File: src/rtl/cfgx_pkg.sv
package cfgx_pkg;
  typedef enum logic [1:0] {
    ST_IDLE  = 2'd0,
    ST_ISSUE = 2'd1,
    ST_WAIT  = 2'd2,
    ST_DONE  = 2'd3
  } xfer_st_e;
endpackage

File: src/rtl/cfgx_index_reg.sv
module cfgx_index_reg #(
  parameter int DW = 32
) (
  input  logic          clk,
  input  logic          rst_n,
  input  logic          wr_en,
  input  logic [DW-1:0] wr_data,
  output logic [DW-1:0] idx_q
);
  logic [DW-1:0] idx_d;

  always_comb begin
    idx_d = idx_q;
    if (wr_en) idx_d = wr_data;
  end

  always_ff @(posedge clk or negedge rst_n) begin
    if (!rst_n) idx_q <= '0;
    else        idx_q <= idx_d;
  end
endmodule

File: src/rtl/cfgx_addr_conv.sv
module cfgx_addr_conv #(
  parameter int DW       = 32,
  parameter int OFF_W    = 12,
  parameter int SLOT_LSB = 11
) (
  input  logic [DW-1:0]    idx,
  input  logic [OFF_W-1:0] off,
  output logic [DW-1:0]    addr
);
  localparam int NSEL  = DW - SLOT_LSB;
  localparam int SW    = $clog2(DW);
  localparam int FN_LSB = 8;
  localparam int PTR_LSB = 3;

  // Priority chain: a select wins only when every lower select is clear.
  logic [NSEL:0]   none_below;
  logic [NSEL-1:0] first_hit;
  assign none_below[0] = 1'b1;

  genvar g;
  generate
    for (g = 0; g < NSEL; g++) begin : g_sel
      assign first_hit[g]    = idx[SLOT_LSB+g] & none_below[g];
      assign none_below[g+1] = none_below[g] & ~idx[SLOT_LSB+g];
    end
  endgenerate

  logic [SW-1:0]   slot_num;
  logic [NSEL-1:0] slot_field;

  always_comb begin
    slot_num = '0;
    for (int i = 0; i < NSEL; i++) begin
      if (first_hit[i]) slot_num = slot_num | SW'(SLOT_LSB + i);
    end
    if (none_below[NSEL]) slot_field = '1;
    else                  slot_field = NSEL'(slot_num);
  end

  logic [DW-1:0] addr_pass, addr_enc, addr_hot;
  logic          unused_off;
  assign unused_off = ^off[OFF_W-1:3];

  assign addr_pass = {idx[DW-1:2], idx[1:0] | off[1:0]};
  assign addr_enc  = {idx[DW-1:3], off[2:0]};
  assign addr_hot  = {slot_field, idx[SLOT_LSB-1:FN_LSB], idx[FN_LSB-1:PTR_LSB], off[2:0]};

  always_comb begin
    if (idx[DW-1])  addr = addr_pass;
    else if (idx[0]) addr = addr_enc;
    else             addr = addr_hot;
  end
endmodule

File: src/rtl/cfgx_req_ctrl.sv
module cfgx_req_ctrl
  import cfgx_pkg::*;
#(
  parameter int DW    = 32,
  parameter int LEN_W = 3
) (
  input  logic             clk,
  input  logic             rst_n,
  input  logic             hst_vld,
  input  logic             hst_we,
  input  logic             hst_win,
  input  logic [LEN_W-1:0] hst_len,
  input  logic [DW-1:0]    hst_wdata,
  input  logic [DW-1:0]    xl_addr,
  input  logic [DW-1:0]    idx_q,
  output logic             idx_wr,
  output logic             hst_done,
  output logic [DW-1:0]    hst_rdata,
  output logic             dn_vld,
  output logic             dn_we,
  output logic [DW-1:0]    dn_addr,
  output logic [LEN_W-1:0] dn_len,
  output logic [DW-1:0]    dn_wdata,
  input  logic             dn_rdy,
  input  logic             dn_rvld,
  input  logic [DW-1:0]    dn_rdata
);
  xfer_st_e st_q, st_d;
  logic             req_ld;
  logic             rd_ld;
  logic [DW-1:0]    rd_d;

  always_comb begin
    st_d   = st_q;
    req_ld = 1'b0;
    rd_ld  = 1'b0;
    rd_d   = dn_rdata;
    idx_wr = 1'b0;
    unique case (st_q)
      ST_IDLE: begin
        if (hst_vld) begin
          if (!hst_win) begin
            idx_wr = hst_we;
            rd_ld  = !hst_we;
            rd_d   = idx_q;
            st_d   = ST_DONE;
          end else begin
            req_ld = 1'b1;
            st_d   = ST_ISSUE;
          end
        end
      end
      ST_ISSUE: begin
        if (dn_rdy) st_d = dn_we ? ST_DONE : ST_WAIT;
      end
      ST_WAIT: begin
        if (dn_rvld) begin
          rd_ld = 1'b1;
          st_d  = ST_DONE;
        end
      end
      ST_DONE: st_d = ST_IDLE;
      default: st_d = ST_IDLE;
    endcase
  end

  always_ff @(posedge clk or negedge rst_n) begin
    if (!rst_n) st_q <= ST_IDLE;
    else        st_q <= st_d;
  end

  always_ff @(posedge clk or negedge rst_n) begin
    if (!rst_n) begin
      dn_we    <= 1'b0;
      dn_addr  <= '0;
      dn_len   <= '0;
      dn_wdata <= '0;
    end else if (req_ld) begin
      dn_we    <= hst_we;
      dn_addr  <= xl_addr;
      dn_len   <= hst_len;
      dn_wdata <= hst_wdata;
    end
  end

  always_ff @(posedge clk or negedge rst_n) begin
    if (!rst_n)     hst_rdata <= '0;
    else if (rd_ld) hst_rdata <= rd_d;
  end

  assign dn_vld   = (st_q == ST_ISSUE);
  assign hst_done = (st_q == ST_DONE);
endmodule

File: src/rtl/cfg_addr_xlate.sv
module cfg_addr_xlate #(
  parameter int DW       = 32,
  parameter int OFF_W    = 12,
  parameter int LEN_W    = 3,
  parameter int SLOT_LSB = 11
) (
  input  logic             clk,
  input  logic             rst_n,
  input  logic             hst_vld,
  input  logic             hst_we,
  input  logic             hst_win,
  input  logic [OFF_W-1:0] hst_off,
  input  logic [LEN_W-1:0] hst_len,
  input  logic [DW-1:0]    hst_wdata,
  output logic             hst_done,
  output logic [DW-1:0]    hst_rdata,
  output logic             dn_vld,
  output logic             dn_we,
  output logic [DW-1:0]    dn_addr,
  output logic [LEN_W-1:0] dn_len,
  output logic [DW-1:0]    dn_wdata,
  input  logic             dn_rdy,
  input  logic             dn_rvld,
  input  logic [DW-1:0]    dn_rdata
);
  logic rst_meta_q, rst_sync_n;

  always_ff @(posedge clk or negedge rst_n) begin
    if (!rst_n) begin
      rst_meta_q <= 1'b0;
      rst_sync_n <= 1'b0;
    end else begin
      rst_meta_q <= 1'b1;
      rst_sync_n <= rst_meta_q;
    end
  end

  logic          idx_wr;
  logic [DW-1:0] idx_q;
  logic [DW-1:0] xl_addr;

  cfgx_index_reg #(.DW(DW)) u_idx (
    .clk     (clk),
    .rst_n   (rst_sync_n),
    .wr_en   (idx_wr),
    .wr_data (hst_wdata),
    .idx_q   (idx_q)
  );

  cfgx_addr_conv #(.DW(DW), .OFF_W(OFF_W), .SLOT_LSB(SLOT_LSB)) u_conv (
    .idx  (idx_q),
    .off  (hst_off),
    .addr (xl_addr)
  );

  cfgx_req_ctrl #(.DW(DW), .LEN_W(LEN_W)) u_ctrl (
    .clk       (clk),
    .rst_n     (rst_sync_n),
    .hst_vld   (hst_vld),
    .hst_we    (hst_we),
    .hst_win   (hst_win),
    .hst_len   (hst_len),
    .hst_wdata (hst_wdata),
    .xl_addr   (xl_addr),
    .idx_q     (idx_q),
    .idx_wr    (idx_wr),
    .hst_done  (hst_done),
    .hst_rdata (hst_rdata),
    .dn_vld    (dn_vld),
    .dn_we     (dn_we),
    .dn_addr   (dn_addr),
    .dn_len    (dn_len),
    .dn_wdata  (dn_wdata),
    .dn_rdy    (dn_rdy),
    .dn_rvld   (dn_rvld),
    .dn_rdata  (dn_rdata)
  );
endmodule

File: config.mk
export PLATFORM = sky130hd
export DESIGN_NAME = cfg_addr_xlate
export DESIGN_NICKNAME = d
export VERILOG_FILES = /design/src/rtl/cfgx_pkg.sv /design/src/rtl/cfgx_index_reg.sv /design/src/rtl/cfgx_addr_conv.sv /design/src/rtl/cfgx_req_ctrl.sv /design/src/rtl/cfg_addr_xlate.sv
export SDC_FILE = /design/constraint.sdc
export NUM_CORES = 1
export LEC_CHECK = 0
export ABC_AREA = 1
export CORE_ASPECT_RATIO = 0.6
export CORE_MARGIN = 1.5
export CORE_UTILIZATION = 45
export CTS_BUF_LIST = sky130_fd_sc_hd__clkbuf_8 sky130_fd_sc_hd__clkbuf_16
export CTS_CLUSTER_DIAMETER = 30
export CTS_CLUSTER_SIZE = 10
export DETAILED_ROUTE_END_ITERATION = 16
export PLACE_DENSITY = 0.76
export SKIP_CTS_REPAIR_TIMING = 1
export SYNTH_ARGS = -nofsm -noshare
export SYNTH_HDL_FRONTEND = slang
export SYNTH_HIERARCHICAL = 1
export SYNTH_SLANG_ARGS = --single-unit
File: constraint.sdc
create_clock -name clk -period 8.25 [get_ports clk]
set_input_delay 1.2375 -clock clk [delete_from_list [all_inputs] [get_ports clk]]
set_output_delay 1.2375 -clock clk [all_outputs]
set_load 0.05 [all_outputs]
Word level (Yosys, flattened, before mapping)

Cells that the tools add are included.

Equality and inequality tests: 6
Reduce and logical (&&, ||, !) cells: 3
Bitwise logic cells: 62
Mux-type cells: 43

Operator list:

| kind                                                                     | count |
|---|---|
| 32-bit 2-to-1 mux                                                        | 5 |
| 5-bit 2-to-1 mux                                                         | 16 |
| 1-bit bitwise AND                                                        | 40 |
| 21-bit 2-to-1 mux                                                        | 1 |
| 1-bit inverter                                                           | 21 |
| 4-bit 2-to-1 mux                                                         | 5 |
| 1-bit 2-to-1 mux                                                         | 10 |
| 2-bit 2-to-1 mux                                                         | 4 |
| 2-bit case mux with 4 select lines                                       | 1 |
| 2-bit == test (second input constant)                                    | 2 |
| 2-bit inequality test (second input constant)                            | 2 |
| 3-bit AND reduction                                                      | 1 |
| 2-bit by 1-bit == test with 1-bit output (second input constant)         | 1 |
| 2-bit logical NOT                                                        | 1 |
| 2-bit by 1-bit inequality test with 1-bit output (second input constant) | 1 |
| 2-bit bitwise OR                                                         | 1 |
| 1-bit case mux with 2 select lines                                       | 1 |
| 1-bit logical NOT                                                        | 1 |

Input port bits: 86
Output and inout bits: 102
Bits in registers: 136
Word-level logic and storage cells: 123

Logic depth before layout (Yosys ltp)

Depth after elaboration: 25
Gate-level depth with buffers: 12
Gate-level depth less buffers: 11

Cells and area by module

Netlist, hierarchy kept.

By module, submodules not included:

| module         | area an instance (um^2) | seq. area each (um^2) | cells an instance | instances |
|---|---|---|---|---|
| cfgx_req_ctrl  | 4,743.3                 | 2,552.4               | 579               | 1 |
| cfgx_index_reg | 1,292.5                 | 800.8                 | 136               | 1 |
| cfgx_addr_conv | 655.6                   | 0.0                   | 115               | 1 |
| cfg_addr_xlate | 53.8                    | 50.0                  | 3                 | 1 |

Worst setup path after synthesis

OpenSTA, ideal clock, no wires.

Kind: input to register
From: in hst_win
To: reg u_idx.idx_q[0]
Buffers on the path: 4
Data required time: 8.134 ns
Slack: 5.880 ns
Arrival time: 2.254 ns
Library setup time: 0.116 ns
Stages on the path: 10
Cell sequence: buf_4 -> inv_2 -> nand3_2 -> buf_4 -> nor2_1 -> buf_6 -> inv_8 -> buf_12 -> nand2_2 -> nand2_1

Longest elaborated chain between the ends: 3

RTL lines:

| what                 | RTL line             | text |
|---|---|---|
| start, declared      | cfg_addr_xlate.sv:11 | `input logic hst_win,` |
| 1-bit 2-to-1 mux     | cfgx_req_ctrl.sv:42  | `if (!hst_win) begin` |
| 1-bit 2-to-1 mux     | cfgx_req_ctrl.sv:41  | `if (hst_vld) begin` |
| 1-bit 2-to-1 mux     | cfgx_req_ctrl.sv:39  | `unique case (st_q)` |
| named net idx_wr     | cfg_addr_xlate.sv:38 | `logic idx_wr;` |
| end signal, assigned | cfgx_index_reg.sv:19 | `else idx_q <= idx_d;` |
| end, declared        | cfgx_index_reg.sv:8  | `output logic [DW-1:0] idx_q` |

The timed path passes the listed nets, and every way through them passes these cells.
A chain may end at the register's enable or synchronous reset.

Worst setup path after layout

From: in hst_vld
To: reg u_ctrl.hst_rdata[23]

Longest elaborated chain between the ends: 2
Elaborated cells between the ends (all ways): 4
Those cells by class: mux: 4

RTL lines:

| what                                                                           | RTL line            | text |
|---|---|---|
| start, declared                                                                | cfg_addr_xlate.sv:9 | `input logic hst_vld,` |
| 1-bit 2-to-1 mux / 32-bit 2-to-1 mux (equally long branches)                   | cfgx_req_ctrl.sv:41 |  |
| 1-bit case mux with 2 select lines / 32-bit 2-to-1 mux (equally long branches) | cfgx_req_ctrl.sv:39 |  |
| end signal, assigned                                                           | cfgx_req_ctrl.sv:88 | `else if (rd_ld) hst_rdata <= rd_d;` |
| end, declared                                                                  | cfgx_req_ctrl.sv:18 | `output logic [DW-1:0] hst_rdata,` |

Parallel ways exist; a longest one is shown, timed or not.

==> impl_metrics.toml <==
[floorplan]
io_pins = 188
fp-row-count = 34
dieWidth_um = 161
die_area_um2 = 15800
start_util = 0.464
die_h_um = 97.8
core-area_um2 = 14500

[cts]
cts-root-buf = "clkbuf_16"
cts.sinks = 136
clk_path_buf_depth = 2
cts_made_buffers = 17
cts_tree = "yes"
clk_latency_ns = 0.41
h-tree-depth = 4
clk_pin_slew_worst_paths_ns = 0.06

[critical_path]
crit_slowest_cell = "inv_4"
crit_family = "buffers and inverters"
cp.arrival_ns = 3.82
setup.worst_path.start_class = "input port"
end_kind = "flip-flop"
max_stage_delay_ns = 0.55
critical_path_buf_inv_count = 3
critPathRequiredTime_ns = 8.60
crit_path_max_fanout = 69
crit_chain = "clkdlybuf4s50_1 -> buf_4 -> nand2_2 -> inv_4 -> nand2_4 -> nand2_4 -> nand2_1 -> nand2_1"
critPathKind = "input port to flip-flop"

[grt]
grt_pass1_wl_um = 31400
grt_pass1_vias = 5690
globalRouteTotalUtil = 0.257
met1_usage = 0.407
top_usage_layer = "met1"
antenna_found_initial = 0
met2_usage = 0.329
grt_overflow = 0
grt_max_degree = 70
use_met3 = 0.0918

[synth]
post_synth.cell_area_avg_um2 = 8.10
synth_edf_count = 0
async_flop_share = 1.00
synth.distinct_cells = 37
ys_seq_elements = 136
synthFlopType = "dfrtp_1"
ys_seq_area_frac = 0.505
syn_area_um2 = 6750
synthesis.nets = 923
yosysWarnings = 6
syn-instance-count = 833

[final_layout]
area.growth.synth_to_final_pct = 32.6
drive_above_1_share = 0.0779
antennaDiodeCount = 0
nets = 1066
final_cell_mix = "nand2_1, clkdlybuf4s50_1, dfrtp_1"
mostFrequentLayoutCell = "nand2_1"
nFillCells = 1349

[power_and_ir_drop]
p_leak_uw = 0.00448
vdd_drop_max_mv = 0.232
power_density_nw_per_um2 = 459

[timing]
fin_crit_ns = 3.48
timing.slew.headroom = 0.489
hold_viol = 0
min_period_over_period = 0.421
setup-violations-final = 0
max_freq_ghz = 0.288
tns_ns = 0
rsz0062_at_grt = "false"
tightest_slew_ns = 0.767
skew_ns = 0.00969
hold_ws_ns = 0.337
drv_slew = 0

[run_status]
outcome = "complete, no violations"

[detailed_routing]
first_iter_violations = 579
routedWlPerCell_um = 16.5
drc_errors = 0
vias = 6129
routed_wl_um = 19600
ant_nets = 0
drt_pass1_iterations = 5
post_drt_via_cell_ratio = 5.16

[min_path]
worstHoldPathType = "flip-flop to asynchronous set/reset pin"

[place]
io_buffer_count = 178
gp_congestion = 0.886
post-dp-hpwl_um = 13200

[job]
cap_violations = 0
==> cell type report <==
type | instances | area, µm² | share of cell area
sequential | 136 | 3410 | 0.381
multi-input combinational | 602 | 2750 | 0.308
timing repair buffer | 187 | 1840 | 0.206
clock buffer | 18 | 439 | 0.0491
inverter | 32 | 131 | 0.0147
clock inverter | 14 | 126 | 0.0141
tap | 198 | 248 | 0.0277
==> kinds of logic after synthesis <==
family	synth area share
compound gates	0.0252
fa+ha+maj	0.00742
buf+inv	0.0879
flops	0.505
other cells	0.000556
simple gates	0.374
==> cells in the mapped netlist (3+ instances only) <==
cell type  count  area, µm²
clkbuf_1       6       22.5
nand3_1      106        531
o21ai_1       12       60.1
buf_4         14        105
buf_6         13        146
dfrtp_1      136       3400
nor2_1        19       71.3
nor2_4         5       56.3
clkbuf_8       3       41.3
nand2_2       11       68.8
a21oi_1        5       25.0
nand4_1       40        250
buf_1          3       11.3
nand2_4        3       33.8
ha_1           4       50.1
o21ai_2        4       35.0
buf_2         23        115
inv_1         26       97.6
nand2_1      377       1420
==> where the power goes <==
group	leakage (µW)	internal, µW	switching, µW	total [µW]
Combinational	0.00249	662	1450	2120
Sequential	0.00172	974	284	1260
Clock	0.000276	406	326	732
Total	0.00448	2040	2060	4110
==> metrics by stage <==
stage                     utilization  total power, µW  std cells  setup WS, ns  instance area, µm²
after floorplan                     -             2690        833          4.18                6750
after global placement          0.576             3330       1155          4.40                8380
after detailed placement        0.576             3370       1155          4.40                8380
after CTS                       0.615             4120       1187          4.82                8950
after global routing            0.615             4340       1187          4.59                8950
final                           0.615             4110       1187          4.77                8950
==> final timing paths <==
path	slack [ns]	startpoint	depth (start not counted)	end
max	4.77	hst_vld	8	u_ctrl/hst_rdata[23]
min	0.34	rst_sync_n	0	u_idx/idx_q[23]
max reg2reg	5.34	u_ctrl/st_q[0]	9	u_ctrl/hst_rdata[23]
min reg2reg	0.34	rst_sync_n	0	u_idx/idx_q[23]
max in group asynchronous	6.91	rst_sync_n	1	u_ctrl/dn_we
min in group clk	0.36	rst_meta_q	0	rst_sync_n
==> flip-flops by register name, summed over array words and instances (netlist names) <==
signal	cells
rst_meta_q	1
rst_sync_n	1
u_ctrl/dn_addr	32
u_ctrl/dn_len	3
u_ctrl/dn_wdata	32
u_ctrl/dn_we	1
u_ctrl/hst_rdata	32
u_ctrl/st_q	2
u_idx/idx_q	32
==> per-layer routing <==
metal | routed length, µm | part of all wire
met5 | 0 | 0
met4 | 112 | 0.0057
met3 | 2340 | 0.12
met2 | 7320 | 0.37
met1 | 9800 | 0.50
Power figures use the tool's default switching activity.
